## src/rtl/wp_pkg.sv

```systemverilog
package wp_pkg;
  localparam int ADDR_W = 24;
  localparam int NUM_MST = 2;
  localparam int MST_W = $clog2(NUM_MST);

  typedef enum logic [1:0] {
    CFG_PAGE_MASK = 2'd0,
    CFG_BRAM_EN   = 2'd1,
    CFG_WIN_CODE  = 2'd2
  } cfg_sel_e;
endpackage

```

## src/rtl/wp_req_reg.sv

```systemverilog
module wp_req_reg #(
  parameter int DW = 8
) (
  input  logic                         clk,
  input  logic                         rst_n,
  input  logic                         in_vld,
  input  logic                         in_wr,
  input  logic [wp_pkg::MST_W-1:0]     in_mst,
  input  logic [wp_pkg::ADDR_W-1:0]    in_addr,
  input  logic [DW-1:0]                in_data,
  output logic                         q_vld,
  output logic                         q_wr,
  output logic [wp_pkg::MST_W-1:0]     q_mst,
  output logic [wp_pkg::ADDR_W-1:0]    q_addr,
  output logic [DW-1:0]                q_data
);
  always_ff @(posedge clk) begin
    if (!rst_n) begin
      q_vld  <= 1'b0;
      q_wr   <= 1'b0;
      q_mst  <= '0;
      q_addr <= '0;
      q_data <= '0;
    end else begin
      q_vld  <= in_vld;
      q_wr   <= in_wr;
      q_mst  <= in_mst;
      q_addr <= in_addr;
      q_data <= in_data;
    end
  end
endmodule

```

## src/rtl/wp_cfg_regs.sv

```systemverilog
module wp_cfg_regs #(
  parameter int PAGES  = 8,
  parameter int CODE_W = 4,
  parameter int CFG_W  = 8
) (
  input  logic                                     clk,
  input  logic                                     rst_n,
  input  logic                                     cfg_we,
  input  logic [wp_pkg::MST_W-1:0]                 cfg_mst,
  input  logic [1:0]                               cfg_sel,
  input  logic [CFG_W-1:0]                         cfg_wdata,
  output logic [wp_pkg::NUM_MST-1:0][PAGES-1:0]    page_en,
  output logic [wp_pkg::NUM_MST-1:0]               bram_en,
  output logic [CODE_W-1:0]                        win_code
);
  import wp_pkg::*;

  cfg_sel_e sel;
  assign sel = cfg_sel_e'(cfg_sel);

  for (genvar m = 0; m < NUM_MST; m++) begin : g_mst
    logic hit;
    assign hit = cfg_we && (cfg_mst == m[MST_W-1:0]);

    always_ff @(posedge clk) begin
      if (!rst_n) begin
        page_en[m] <= '0;
        bram_en[m] <= 1'b0;
      end else if (hit) begin
        if (sel == CFG_PAGE_MASK) page_en[m] <= cfg_wdata[PAGES-1:0];
        if (sel == CFG_BRAM_EN)   bram_en[m] <= cfg_wdata[0];
      end
    end
  end

  always_ff @(posedge clk) begin
    if (!rst_n)
      win_code <= '0;
    else if (cfg_we && sel == CFG_WIN_CODE)
      win_code <= cfg_wdata[CODE_W-1:0];
  end
endmodule

```

## src/rtl/wp_filter_core.sv

```systemverilog
module wp_filter_core #(
  parameter int                    PAGES     = 8,
  parameter int                    CODE_W    = 4,
  parameter int                    BRAM_AW   = 17,
  parameter int                    DW        = 8,
  parameter logic [23:0]           IRAM_BASE = 24'h003000,
  parameter logic [23:0]           BRAM_BASE = 24'h400000,
  localparam int                   IRAM_AW   = $clog2(PAGES) + 8,
  localparam int                   OFF_W     = (IRAM_AW > BRAM_AW) ? IRAM_AW : BRAM_AW
) (
  input  logic                                  q_vld,
  input  logic                                  q_wr,
  input  logic [wp_pkg::MST_W-1:0]              q_mst,
  input  logic [wp_pkg::ADDR_W-1:0]             q_addr,
  input  logic [DW-1:0]                         q_data,
  input  logic [wp_pkg::NUM_MST-1:0][PAGES-1:0] page_en,
  input  logic [wp_pkg::NUM_MST-1:0]            bram_en,
  input  logic [CODE_W-1:0]                     win_code,
  output logic                                  iram_we,
  output logic                                  iram_re,
  output logic                                  bram_we,
  output logic                                  bram_re,
  output logic [OFF_W-1:0]                      mem_off,
  output logic [DW-1:0]                         mem_wdata
);
  logic               in_iram, in_bram;
  logic [PAGES-1:0]   mask;
  logic               page_ok, in_win, bram_ok;
  logic [BRAM_AW-1:0] b_off;

  assign in_iram = (q_addr[23:IRAM_AW] == IRAM_BASE[23:IRAM_AW]);
  assign in_bram = (q_addr[23:BRAM_AW] == BRAM_BASE[23:BRAM_AW]);

  assign mask    = page_en[q_mst];
  assign page_ok = mask[q_addr[IRAM_AW-1:8]];

  assign b_off   = q_addr[BRAM_AW-1:0];
  assign in_win  = ((b_off >> (8 + int'(win_code))) == '0);
  assign bram_ok = bram_en[q_mst] || !in_win;

  always_comb begin
    iram_we = q_vld && in_iram &&  q_wr && page_ok;
    iram_re = q_vld && in_iram && !q_wr;
    bram_we = q_vld && in_bram &&  q_wr && bram_ok;
    bram_re = q_vld && in_bram && !q_wr;
    mem_off = '0;
    if (in_iram) mem_off[IRAM_AW-1:0] = q_addr[IRAM_AW-1:0];
    else         mem_off[BRAM_AW-1:0] = b_off;
    mem_wdata = q_data;
  end
endmodule

```

## src/rtl/wp_write_filter.sv

```systemverilog
module wp_write_filter #(
  parameter int          PAGES     = 8,
  parameter int          CODE_W    = 4,
  parameter int          BRAM_AW   = 17,
  parameter int          DW        = 8,
  parameter logic [23:0] IRAM_BASE = 24'h003000,
  parameter logic [23:0] BRAM_BASE = 24'h400000,
  localparam int         IRAM_AW   = $clog2(PAGES) + 8,
  localparam int         OFF_W     = (IRAM_AW > BRAM_AW) ? IRAM_AW : BRAM_AW,
  localparam int         CFG_W     = (PAGES > CODE_W) ? PAGES : CODE_W
) (
  input  logic                       clk,
  input  logic                       rst_n,
  input  logic                       req_valid,
  input  logic                       req_write,
  input  logic [wp_pkg::MST_W-1:0]   req_mst,
  input  logic [wp_pkg::ADDR_W-1:0]  req_addr,
  input  logic [DW-1:0]              req_wdata,
  input  logic                       cfg_we,
  input  logic [wp_pkg::MST_W-1:0]   cfg_mst,
  input  logic [1:0]                 cfg_sel,
  input  logic [CFG_W-1:0]           cfg_wdata,
  output logic                       iram_we,
  output logic                       iram_re,
  output logic                       bram_we,
  output logic                       bram_re,
  output logic [OFF_W-1:0]           mem_off,
  output logic [DW-1:0]              mem_wdata
);
  logic                                  q_vld, q_wr;
  logic [wp_pkg::MST_W-1:0]              q_mst;
  logic [wp_pkg::ADDR_W-1:0]             q_addr;
  logic [DW-1:0]                         q_data;
  logic [wp_pkg::NUM_MST-1:0][PAGES-1:0] page_en;
  logic [wp_pkg::NUM_MST-1:0]            bram_en;
  logic [CODE_W-1:0]                     win_code;

  wp_req_reg #(.DW(DW)) u_req (
    .clk(clk), .rst_n(rst_n),
    .in_vld(req_valid), .in_wr(req_write), .in_mst(req_mst),
    .in_addr(req_addr), .in_data(req_wdata),
    .q_vld(q_vld), .q_wr(q_wr), .q_mst(q_mst), .q_addr(q_addr), .q_data(q_data)
  );

  wp_cfg_regs #(.PAGES(PAGES), .CODE_W(CODE_W), .CFG_W(CFG_W)) u_cfg (
    .clk(clk), .rst_n(rst_n),
    .cfg_we(cfg_we), .cfg_mst(cfg_mst), .cfg_sel(cfg_sel), .cfg_wdata(cfg_wdata),
    .page_en(page_en), .bram_en(bram_en), .win_code(win_code)
  );

  wp_filter_core #(
    .PAGES(PAGES), .CODE_W(CODE_W), .BRAM_AW(BRAM_AW), .DW(DW),
    .IRAM_BASE(IRAM_BASE), .BRAM_BASE(BRAM_BASE)
  ) u_core (
    .q_vld(q_vld), .q_wr(q_wr), .q_mst(q_mst), .q_addr(q_addr), .q_data(q_data),
    .page_en(page_en), .bram_en(bram_en), .win_code(win_code),
    .iram_we(iram_we), .iram_re(iram_re), .bram_we(bram_we), .bram_re(bram_re),
    .mem_off(mem_off), .mem_wdata(mem_wdata)
  );
endmodule

```

## config.mk

```make
export PLATFORM = sky130hd
export DESIGN_NAME = wp_write_filter
export DESIGN_NICKNAME = d
export VERILOG_FILES = /design/src/rtl/wp_pkg.sv /design/src/rtl/wp_req_reg.sv /design/src/rtl/wp_cfg_regs.sv /design/src/rtl/wp_filter_core.sv /design/src/rtl/wp_write_filter.sv
export SDC_FILE = /design/constraint.sdc
export NUM_CORES = 1
export LEC_CHECK = 0
export BUFFER_PORTS_ARGS = -buffer_cell sky130_fd_sc_hd__buf_2
export CORE_MARGIN = 1.5
export CORE_UTILIZATION = 50
export CTS_CLUSTER_DIAMETER = 80
export DETAILED_ROUTE_END_ITERATION = 6
export MAX_ROUTING_LAYER = met4
export PLACE_DENSITY = 0.88
export SETUP_SLACK_MARGIN = 0.05
export SLEW_MARGIN = 10
export SYNTH_ARGS = -nofsm -noshare
export SYNTH_HDL_FRONTEND = slang
export SYNTH_HIERARCHICAL = 1
export SYNTH_SLANG_ARGS = --single-unit
```

## constraint.sdc

```tcl
create_clock -name clk -period 4.8 [get_ports clk]
set_clock_uncertainty 0.1 [all_clocks]
set_input_delay 0.96 -clock clk [delete_from_list [all_inputs] [get_ports clk]]
set_output_delay 0.96 -clock clk [all_outputs]
set_load 0.02 [all_outputs]
```

Yosys cells after proc, flatten, opt, wreduce, memory -nomap -nowiden
Cells that the tools add are included.
- output and inout port bits: 29
- input bits: 49
- logic and storage cells: 46
- register bits: 57
- multiplexer cells: 7
- $add $sub $neg: 1
- equal/unequal tests: 4
- shift operators: 1
- magnitude comparators: 2
- bitwise operators: 1
- reductions and logical operators: 20
- operators by type and width (kind ; count):
    right shift 17 x 32 -> 17 bit ; 1
    logical NOT 17 bit ; 1
    two-way mux 8 bit ; 2
    equality test 13 x 3 -> 1 bit, second input constant ; 1
    logical AND 1 bit ; 11
    AND reduction 2 bit ; 4
    equality test 7 x 6 -> 1 bit, second input constant ; 1
    two-way mux 6 bit ; 1
    adder 4 x 4 -> 5 bit, first input constant ; 1
    < comparator 3 x 4 -> 1 bit, second input constant ; 1
    binary-select mux 1 bit (select 3 bit) ; 1
    two-way mux 1 bit ; 3
    equality test 2 x 1 -> 1 bit, second input constant ; 1
    equality test 2 bit, second input constant ; 1
    logical NOT 1 bit ; 2
    logical NOT 2 bit ; 1
    < comparator 1 x 2 -> 1 bit, second input constant ; 1
    logical OR 1 bit ; 1
    NOT 1 bit ; 1

Longest topological paths before layout
- depth after elaboration: 6
- depth in mapped cells: 5
- depth with buffers taken out: 4

Cells and area by module
The synthesis kept the hierarchy.
- by module, submodules not included (module ; seq. area each (µm²) ; times used ; cells an instance ; area each (µm²)):
    wp_req_reg ; 700.7 ; 1 ; 73 ; 978.4
    wp_cfg_regs ; 440.4 ; 1 ; 84 ; 860.8
    wp_filter_core ; 0.0 ; 1 ; 73 ; 498.0

Worst setup path after synthesis
No wires, ideal clock.
- kind: reg-to-output
- start: register u_req/q_addr[16] (netlist bit)
- end: output port iram_we
- cell stages (with the launch flop): 5
- required time: 3740 ps
- buffers on the path: 0
- arrival: 1465 ps
- slack: 2275 ps
- cells stage by stage: dfxtp_1 -> or4_1 -> nor3_2 -> nand4_1 -> a21oi_1
- longest elaborated chain between the ends: 4
- ends and longest elaborated chain (element ; line ; text):
    from (decl) ; wp_req_reg.sv:14 ; output logic [wp_pkg::ADDR_W-1:0] q_addr,
    from (signal assigned) ; wp_req_reg.sv:28 ; q_addr <= in_addr;
    equality test 13 x 3 -> 1 bit ; wp_filter_core.sv:31 ; assign in_iram = (q_addr[23:IRAM_AW] == IRAM_BASE[23:IRAM_AW]);
    logical AND 1 bit (3 in a row) ; wp_filter_core.sv:42 ; iram_we = q_vld && in_iram && q_wr && page_ok;
    to (decl) ; wp_write_filter.sv:23 ; output logic iram_we,
Every way passes these cells.

Final worst setup path
Same ends and word-level chain as after synthesis.

==> impl_metrics.ini <==
[sta]
max_slew.worst_pin.slew_ns = 0.915
final-setup-viol-count = 0
totalNegativeSetupSlack_ns = 0
drv_slew = 0
clock.fmax_ghz = 0.339
fin_crit_ns = 2.95
finalCritPeriodShare = 0.614
slew_headroom = 0.390
hold_violations = 0
rsz0062_at_grt = false
worst_slack_ns = 1.85

[global_route]
grt_remaining_overflow = 0
grt_pass1_wl_mm = 7.36
grt_pass1_vias = 1668
grt_max_degree = 66
grt_use_total = 0.190
antenna_found_initial = 0

[power]
leakage_nw = 1.25
peakVddDrop_mv = 0.312
cellPowerDensity_nw_per_um2 = 372

[clock_tree]
cts_setup_buffers = 0
clk_latency_ns = 0.31
cts-resized-gates = 0
cts_buffer_depth = 2
clock-sinks = 57
ctsRootBufferMaster = clkbuf_8
numCtsBuffers = 9
cts_hold_buf = 0
cts_tree = built
path_clk_slew_ns = 0.06
cts.htree.levels = 3

[synth]
synth_area_leaders = dfxtp_1, mux2i_1, and2_2, buf_4, nand2_1
ys.warnings.count = 6
synth_seq_cells = 57
async_flop_share = 0
synth_top_area_share = 0.488
yosys.area.top_type = dfxtp_1
synth-edff-count = 0
netlist-cell-type-count = 32
synth-seq-area-share = 0.488
syn_area_per_cell_um2 = 10.2
synthesis.instances = 230
netlist_area_um2 = 2340
syn_nets = 279
ys.flop_type = dfxtp_1

[finish]
multi_input_area_um2 = 970
fin_nets = 335
seqCellArea_um2 = 1140
area_growth_pct = 18.8
final_layout_size_suffix_gt1_frac = 0.464
nFillCells = 366
antenna_cells = 0

[placement]
dp_hpwl_mm = 3.04
place_congestion = 0.797
port_buffers = 77
post-place-ws_ns = 2.19

[worst_setup_path]
cp.required_ns = 3.74
reg2reg_slack_ns = 4.03
worstSetupPathType = register to output port
r2r-end = u_cfg/win_code[0]$_SDFFE_PN0P_
slowest_stage = or4_1
r2r_start = u_cfg/win_code[0]$_SDFFE_PN0P_
reg2regPathDepth = 2
cp_max_fo = 4
crit_path_max_incr_delay_ns = 0.54
crit_chain = or4_1, nor3_2, nand4_1, a21oi_1, buf_2
end_kind = output port
cp-start-kind = register
crit_arrival_ns = 1.89

[floorplan]
num_rows = 24
fp.dieW_um = 71.4
pin_count = 78
fp.dieH_um = 71.4
die_area_um2 = 5090
coreArea_um2 = 4410
initial_core_util = 0.529

[run]
drv_cap = 0

[min_path]
min_from = u_cfg/page_en[1]$_SDFFE_PN0P_
worst_hold_path_type = register to register
whs_endpoint = u_cfg/page_en[1]$_SDFFE_PN0P_
min_path_cells = 2

[status]
status = finished clean

[routing]
ant_nets = 0
drt-vias-per-instance = 4.89
wirelength_mm = 4.33
drt_iter0_drc = 85
wl_per_cell_um = 12.6
vias = 1678
dr.pass1.iters = 5
drc = 0
worst max-delay path by stage:
stage | start | end | slack (ns)
final | u_req/q_addr[16]$_SDFF_PN0_ | iram_we | 1.85
after global routing | u_req/q_addr[21]$_SDFF_PN0_ | bram_we | 1.74
after CTS | u_req/q_addr[16]$_SDFF_PN0_ | iram_we | 1.85
after detailed placement | u_req/q_addr[16]$_SDFF_PN0_ | iram_we | 2.19
after global placement | u_req/q_addr[16]$_SDFF_PN0_ | iram_we | 2.20
after floorplan | u_req/q_addr[16]$_SDFF_PN0_ | iram_we | 2.28
through the flow:
stage	std cells	cell area, µm²	total power [mW]	utilization	hold slack, ns
2_1_floorplan	230	2340	0.584	-	0.332
3_3_place_gp	327	2580	0.607	0.584	0.342
3_5_place_dp	327	2580	0.610	0.584	0.349
4_1_cts	343	2780	1.04	0.629	0.362
5_1_grt	343	2780	1.08	0.629	0.366
6_report	343	2780	1.03	0.629	0.361
layer usage:
layer,share of wire,global-route usage,up-vias
li1,-,-,849
met1,0.46,0.228,771
met2,0.48,0.298,56
met3,0.061,0.0661,2
met4,0.0039,0.0629,0
met5,0,-,-
sequential cells by signal, indices dropped and copies added (netlist names):
name            flops
u_cfg/page_en      16
u_cfg/win_code      4
u_req/q_wr          1
u_req/q_addr       24
u_cfg/bram_en       2
u_req/q_vld         1
u_req/q_data        8
u_req/q_mst         1
cells in the final DEF, fill, tap and decap left out:
cell and instances:
a211oi_1 2, a21oi_1 4, a311oi_1 1, a32oi_1 1
and2_1 3, and2_2 35, and4bb_2 2, buf_2 77
buf_4 1, bufinv_16 1, clkbuf_1 1, clkbuf_8 10
clkinv_2 2, clkinvlp_4 2, dfxtp_1 57, inv_1 3
mux2_2 1, mux2i_1 29, mux4_2 1, nand2_1 36
nand2b_1 1, nand3_1 3, nand3b_1 1, nand4_1 3
nand4b_1 1, nor2_1 4, nor2b_1 1, nor3_2 1
nor3b_2 1, nor4_1 2, nor4b_2 1, o21bai_1 1
o31a_1 1, or4_1 1
final cells by class:
type                       count  area share
sequential                    57       0.411
multi-input combinational    137       0.349
timing repair buffer          78       0.142
clock buffer                  11      0.0509
tap                           52      0.0234
clock inverter                 5      0.0198
inverter                       3     0.00406
kinds of logic after synthesis:
family                 share of synthesized area
AO/OA/AOI/OAI                             0.0294
buffers and inverters                     0.0969
flip-flops                                 0.488
multiplexers                               0.139
AND/OR/NAND/NOR                            0.247
worst max-delay path: cells and delay by family, from the launching register on:
kind / cells / cell delay [ns]
simple gates: 3 / 0.88
flops: 1 / 0.33
buf+inv: 1 / 0.19
compound gates: 1 / 0.18
power breakdown:
part           total (mW)  internal (mW)  switching, mW
Sequential          0.506          0.493         0.0125
Clock               0.435          0.252          0.183
Combinational      0.0937         0.0462         0.0476
Total                1.03          0.791          0.243
cell usage after synthesis, drive strengths merged (2+ instances only):
cell and instances:
nand2 36, clkbuf 8, buf 25, mux2i 29, and2 38, a211oi 2, dfxtp 57, nand4 3
a21oi 4, nor4 2, nor2 4, inv 3, nand3 3, and4bb 2
Note: power is estimated with default switching activity, not from simulation.
